### src/rtl/fft_seq_pkg.sv
package fft_seq_pkg;

    localparam int NUM_UNITS = 3;

    typedef enum logic [2:0] {
        PH_IDLE = 3'd0,
        PH_LOAD = 3'd1,
        PH_BFLY = 3'd2,
        PH_OUT  = 3'd3,
        PH_FIN  = 3'd4
    } phase_t;

    // One-hot owner of the memory port per phase; bit 0 loader, 1 butterfly, 2 streamer
    function automatic logic [NUM_UNITS-1:0] owner_of(phase_t p);
        case (p)
            PH_LOAD: owner_of = 3'b001;
            PH_BFLY: owner_of = 3'b010;
            PH_OUT:  owner_of = 3'b100;
            default: owner_of = 3'b000;
        endcase
    endfunction

    function automatic phase_t phase_after(phase_t p);
        case (p)
            PH_LOAD: phase_after = PH_BFLY;
            PH_BFLY: phase_after = PH_OUT;
            PH_OUT:  phase_after = PH_FIN;
            default: phase_after = PH_IDLE;
        endcase
    endfunction

endpackage

### src/rtl/fft_seq_fsm.sv
module fft_seq_fsm
    import fft_seq_pkg::*;
(
    input  logic                 clk,
    input  logic                 rst,
    input  logic                 go,
    input  logic [NUM_UNITS-1:0] done,
    output phase_t               phase,
    output logic [NUM_UNITS-1:0] grant,
    output logic [NUM_UNITS-1:0] starts,
    output logic                 busy,
    output logic                 complete
);

    phase_t phase_q, phase_d;
    logic   fresh_q;
    logic   owner_done;

    assign grant      = owner_of(phase_q);
    assign owner_done = |(grant & done);

    always_comb begin
        phase_d = phase_q;
        case (phase_q)
            PH_IDLE:                   if (go) phase_d = PH_LOAD;
            PH_LOAD, PH_BFLY, PH_OUT:  if (owner_done) phase_d = phase_after(phase_q);
            PH_FIN:                    phase_d = PH_IDLE;
            default:                   phase_d = PH_IDLE;
        endcase
    end

    always_ff @(posedge clk) begin
        if (rst) begin
            phase_q <= PH_IDLE;
            fresh_q <= 1'b0;
        end else begin
            phase_q <= phase_d;
            fresh_q <= (phase_d != phase_q) && (owner_of(phase_d) != '0);
        end
    end

    assign phase    = phase_q;
    assign starts   = fresh_q ? grant : '0;
    assign busy     = (grant != '0);
    assign complete = (phase_q == PH_FIN);

endmodule

### src/rtl/fft_seq_port_mux.sv
module fft_seq_port_mux #(
    parameter int NU = 3,
    parameter int AW = 6,
    parameter int DW = 16
) (
    input  logic [NU-1:0]         grant,
    input  logic [NU-1:0][AW-1:0] req_addr,
    input  logic [NU-1:0][DW-1:0] req_wre,
    input  logic [NU-1:0][DW-1:0] req_wim,
    input  logic [NU-1:0]         req_we,
    output logic [AW-1:0]         mem_addr,
    output logic [DW-1:0]         mem_wre,
    output logic [DW-1:0]         mem_wim,
    output logic                  mem_we
);

    logic [NU-1:0][AW-1:0] m_addr;
    logic [NU-1:0][DW-1:0] m_wre;
    logic [NU-1:0][DW-1:0] m_wim;
    logic [NU-1:0]         m_we;

    for (genvar g = 0; g < NU; g++) begin : g_mask
        assign m_addr[g] = grant[g] ? req_addr[g] : '0;
        assign m_wre[g]  = grant[g] ? req_wre[g]  : '0;
        assign m_wim[g]  = grant[g] ? req_wim[g]  : '0;
        assign m_we[g]   = grant[g] & req_we[g];
    end

    always_comb begin
        mem_addr = '0;
        mem_wre  = '0;
        mem_wim  = '0;
        for (int i = 0; i < NU; i++) begin
            mem_addr = mem_addr | m_addr[i];
            mem_wre  = mem_wre  | m_wre[i];
            mem_wim  = mem_wim  | m_wim[i];
        end
        mem_we = |m_we;
    end

endmodule

### src/rtl/fft_phase_sequencer.sv
module fft_phase_sequencer
    import fft_seq_pkg::*;
#(
    parameter int ADDR_W = 6,
    parameter int DATA_W = 16
) (
    input  logic              clk,
    input  logic              rst,
    input  logic              go,
    output logic              ld_start,
    input  logic              ld_done,
    output logic              bf_start,
    input  logic              bf_done,
    output logic              os_start,
    input  logic              os_done,
    input  logic [ADDR_W-1:0] ld_addr,
    input  logic [DATA_W-1:0] ld_wr_re,
    input  logic [DATA_W-1:0] ld_wr_im,
    input  logic              ld_we,
    input  logic [ADDR_W-1:0] bf_addr,
    input  logic [DATA_W-1:0] bf_wr_re,
    input  logic [DATA_W-1:0] bf_wr_im,
    input  logic              bf_we,
    input  logic [ADDR_W-1:0] os_addr,
    input  logic [DATA_W-1:0] os_wr_re,
    input  logic [DATA_W-1:0] os_wr_im,
    input  logic              os_we,
    output logic [ADDR_W-1:0] mem_addr,
    output logic [DATA_W-1:0] mem_wr_re,
    output logic [DATA_W-1:0] mem_wr_im,
    output logic              mem_we,
    input  logic [DATA_W-1:0] mem_rd_re,
    input  logic [DATA_W-1:0] mem_rd_im,
    output logic [DATA_W-1:0] rd_re,
    output logic [DATA_W-1:0] rd_im,
    output logic              busy,
    output logic              complete
);

    phase_t               phase_q;
    logic [NUM_UNITS-1:0] grant;
    logic [NUM_UNITS-1:0] starts;

    fft_seq_fsm u_fsm (
        .clk      (clk),
        .rst      (rst),
        .go       (go),
        .done     ({os_done, bf_done, ld_done}),
        .phase    (phase_q),
        .grant    (grant),
        .starts   (starts),
        .busy     (busy),
        .complete (complete)
    );

    assign ld_start = starts[0];
    assign bf_start = starts[1];
    assign os_start = starts[2];

    fft_seq_port_mux #(
        .NU (NUM_UNITS),
        .AW (ADDR_W),
        .DW (DATA_W)
    ) u_mux (
        .grant    (grant),
        .req_addr ({os_addr,  bf_addr,  ld_addr}),
        .req_wre  ({os_wr_re, bf_wr_re, ld_wr_re}),
        .req_wim  ({os_wr_im, bf_wr_im, ld_wr_im}),
        .req_we   ({os_we,    bf_we,    ld_we}),
        .mem_addr (mem_addr),
        .mem_wre  (mem_wr_re),
        .mem_wim  (mem_wr_im),
        .mem_we   (mem_we)
    );

    // Read data is broadcast to every worker regardless of ownership
    assign rd_re = mem_rd_re;
    assign rd_im = mem_rd_im;

endmodule

### config.mk
export PLATFORM = sky130hd
export DESIGN_NAME = fft_phase_sequencer
export DESIGN_NICKNAME = d
export VERILOG_FILES = /design/src/rtl/fft_seq_pkg.sv /design/src/rtl/fft_seq_fsm.sv /design/src/rtl/fft_seq_port_mux.sv /design/src/rtl/fft_phase_sequencer.sv
export SDC_FILE = /design/constraint.sdc
export NUM_CORES = 1
export LEC_CHECK = 0
export BUFFER_PORTS_ARGS = -buffer_cell sky130_fd_sc_hd__buf_2
export CELL_PAD_IN_SITES_DETAIL_PLACEMENT = 0
export CELL_PAD_IN_SITES_GLOBAL_PLACEMENT = 1
export CORE_ASPECT_RATIO = 1.4
export CORE_MARGIN = 2
export CORE_UTILIZATION = 18
export DETAILED_ROUTE_END_ITERATION = 10
export PLACE_DENSITY = 0.9
export SKIP_LAST_GASP = 1
export SLEW_MARGIN = 0
export SYNTH_ARGS = -nofsm -noshare
export SYNTH_HDL_FRONTEND = slang
export SYNTH_SLANG_ARGS = --single-unit
### constraint.sdc
create_clock -name clk -period 2.8 [get_ports clk]
set_input_delay 0.56 -clock clk [delete_from_list [all_inputs] [get_ports clk]]
set_output_delay 0.56 -clock clk [all_outputs]
set_load 0.02 [all_outputs]
==> results.yml <==
floorplanning:
  floorplan.initialDensity: 0.187
  chipWidth_um: 80.2
  top_level_ports: 231
  core_sq_um: 7800
  fp-row-count: 38
  die_h_um: 111
  fp.dieArea_sq_um: 8870
placement:
  place.detailed.hpwl_um: 4180
  place_worst_setup_slack_ps: 585
  dpl-instance-area_sq_um: 2080
  place.gp.congestion: 0.757
  placed_cells_incl_taps: 414
  placement.io_buffers: 166
run_status:
  status: "finished clean"
routing:
  routed_via_count: 1882
  postRouteAntennaNets: 0
  routed_wire_length_per_instance_um: 13.3
  drt_iter0_drc: 44
  wirelength_um: 5540
  drcViolationCount: 0
  vias_per_cell: 4.51
  drt_first_pass_iters: 4
timing:
  grt_setup_unrepaired: "false"
  hold_viol: 0
  tns_ps: 0
  finalClockSkew_ps: 3.31
  fin_crit_sh: 0.854
  worst_slew_margin_rel: 0.357
  slew_limit_fails: 0
  final.setup.worst_slack_ps: 408
  setup-violations-final: 0
  max_slew.worst_pin.slew_ps: 963
  final_period_minus_worst_setup_slack_ps: 2390
  fmaxAchievable_mhz: 418
cells_and_area:
  mostFrequentLayoutCells: "sky130_fd_sc_hd__buf_2 (166), sky130_fd_sc_hd__nor2_1 (45), sky130_fd_sc_hd__a22oi_1 (40), sky130_fd_sc_hd__mux2_2 (39)"
  multi_input_comb_area_sq_um: 1030
  final_area_sq_um: 2120
  finalNonFillerCells: 417
  final_layout_size_suffix_gt1_frac: 0.678
  diodes: 0
  final.fill_count: 885
  layout.cells.most_common: "sky130_fd_sc_hd__buf_2"
  sequential_cell_area_in_the_final_layout_sq_um: 83.8
  finish.net_count: 474
  area_overhead_of_the_layout_relative_to_synthesis_pct: 45.3
global_routing:
  wire_length_of_the_first_global_routing_pass_um: 8190
  antenna_found_initial: 0
  grt_usage: 0.113
  grt.overflow.total: 0
  first_global_vias: 1800
  largest_net_degree_at_the_start_of_global_routing: 48
clocking:
  clkLatencyLatePin_ps: 220
  clkSlewWorstSetupHoldPaths_ps: 30
  tritoncts_num_sinks: 4
  cts_buffers: 3
  clk_root_buffer_cell: "sky130_fd_sc_hd__clkbuf_8"
  clock_tree.buffer_depth: 2
  cts.repair_timing.setup_buffer_count: 0
  post_cts_hold_buffer_count: 0
  post_cts_resized: 0
  cts_htree_levels: 1
  tritoncts: "done"
power_and_ir_drop:
  p_leak_nw: 1.15
  p_per_area_nw_per_um2: 297
  worst_ir_drop_vdd_mv: 0.133
synthesis:
  synth_area_sq_um: 1460
  synth_area_per_cell_sq_um: 7.42
  postSynthCellCount: 197
  ys_ff_latch: 4
  synth.yosys.seq_area_share: 0.0548
  synth-warning-count: 0
  syn-num-nets: 352
  yosys.cell_types.count: 21
setup_path:
  max_stage_delay_ps: 470
  critical_path.max_fanout: 47
  timing.critical_path.cells: "buf_4 -> mux2_2 -> a22oi_1 -> nor2_1 -> buf_2"
  worst-path-buf-inv: 2
  critical_path.top_delay_family: "buffers and inverters"
  cp_data_required_time_ps: 2240
  critPathArrivalTime_ps: 1830
  crit_slowest_cell: "sky130_fd_sc_hd__buf_4"
  critical_path_start_end_classification: "reg2out"
  critPathLaunchType: "flop"
  worstSetupEndpointType: "output pin"
min_path:
  min_path_type: "in2reg"
run:
  drv.max_cap_violation_count: 0
## cell type report
cell class | instances | share of cell area
repair buffers | 168 | 0.398
flip-flops and latches | 4 | 0.0395
clock buffers | 3 | 0.0194
multi-input cells | 142 | 0.484
well taps | 100 | 0.0589
## sequential cells by signal, summed over array words and instances (netlist names)
register	count
u_fsm.fresh_q	1
u_fsm.phase	3
## path summary, 6_finish.rpt
path                    end      startpoint  depth (start not counted)  slack, ps
min reg2reg  u_fsm.phase[1]  u_fsm.phase[1]                          3        850
min          u_fsm.phase[0]             rst                          2        560
max           mem_wr_im[14]  u_fsm.phase[0]                          5        410
max reg2reg   u_fsm.fresh_q  u_fsm.phase[0]                          4       1190
## per-layer routing
metal | vias up | GRT usage | part of all wire
met2 | 109 | 0.220 | 0.53
li1 | 915 | - | -
met4 | 0 | 0.0486 | 0.028
met3 | 24 | 0.0172 | 0.10
met1 | 834 | 0.113 | 0.34
met5 | - | 0 | 0
## worst register-to-register path: cells and delay by family, from the launching register on
kind,cells,cell delay [ps]
AOI/OAI and AO/OA,1,150
and+or+nand+nor,2,600
buffers and inverters,1,470
DFF,1,310
## cells in the mapped netlist
cell type,count,area share
sky130_fd_sc_hd__a211oi_1,1,0.0051
sky130_fd_sc_hd__a21oi_1,1,0.0034
sky130_fd_sc_hd__a22oi_1,40,0.21
sky130_fd_sc_hd__and2_1,1,0.0043
sky130_fd_sc_hd__buf_1,2,0.0051
sky130_fd_sc_hd__buf_2,8,0.027
sky130_fd_sc_hd__buf_4,32,0.16
sky130_fd_sc_hd__buf_6,5,0.039
sky130_fd_sc_hd__clkbuf_1,4,0.010
sky130_fd_sc_hd__dfxtp_1,4,0.055
sky130_fd_sc_hd__mux2_2,39,0.30
sky130_fd_sc_hd__nand2_1,3,0.0077
sky130_fd_sc_hd__nand2b_1,3,0.013
sky130_fd_sc_hd__nand3b_1,1,0.0051
sky130_fd_sc_hd__nor2_1,45,0.12
sky130_fd_sc_hd__nor2b_2,1,0.0060
sky130_fd_sc_hd__nor3_1,3,0.010
sky130_fd_sc_hd__nor3b_1,1,0.0051
sky130_fd_sc_hd__nor3b_2,1,0.0086
sky130_fd_sc_hd__o21ai_1,1,0.0034
sky130_fd_sc_hd__or3b_1,1,0.0060
## stage by stage
step           total power [mW]  hold WS, ps  utilization
2_1_floorplan             0.428          518            -
3_3_place_gp              0.505          768        0.267
4_1_cts                   0.641          550        0.272
3_5_place_dp              0.514          777        0.267
5_1_grt                   0.682          572        0.272
6_report                  0.630          561        0.272
## logic make-up (layout without fill, tap and decap cells)
logic type | count (synthesis) | count (layout) | synth area share
AO/OA/AOI/OAI | 43 | 43 | 0.217
buffers and inverters | 51 | 171 | 0.246
flip-flops | 4 | 4 | 0.0548
multiplexers | 39 | 39 | 0.301
AND/OR/NAND/NOR | 60 | 60 | 0.182
## power by group
group | internal [mW] | switching (mW) | leakage, nW | total (mW)
clock | 0.0915 | 0.0286 | 0.0216 | 0.120
sequential | 0.0625 | 0.00380 | 0.0341 | 0.0663
combinational | 0.210 | 0.233 | 1.09 | 0.444
total | 0.364 | 0.266 | 1.15 | 0.630
No activity file was read; power rests on OpenSTA's default activity.
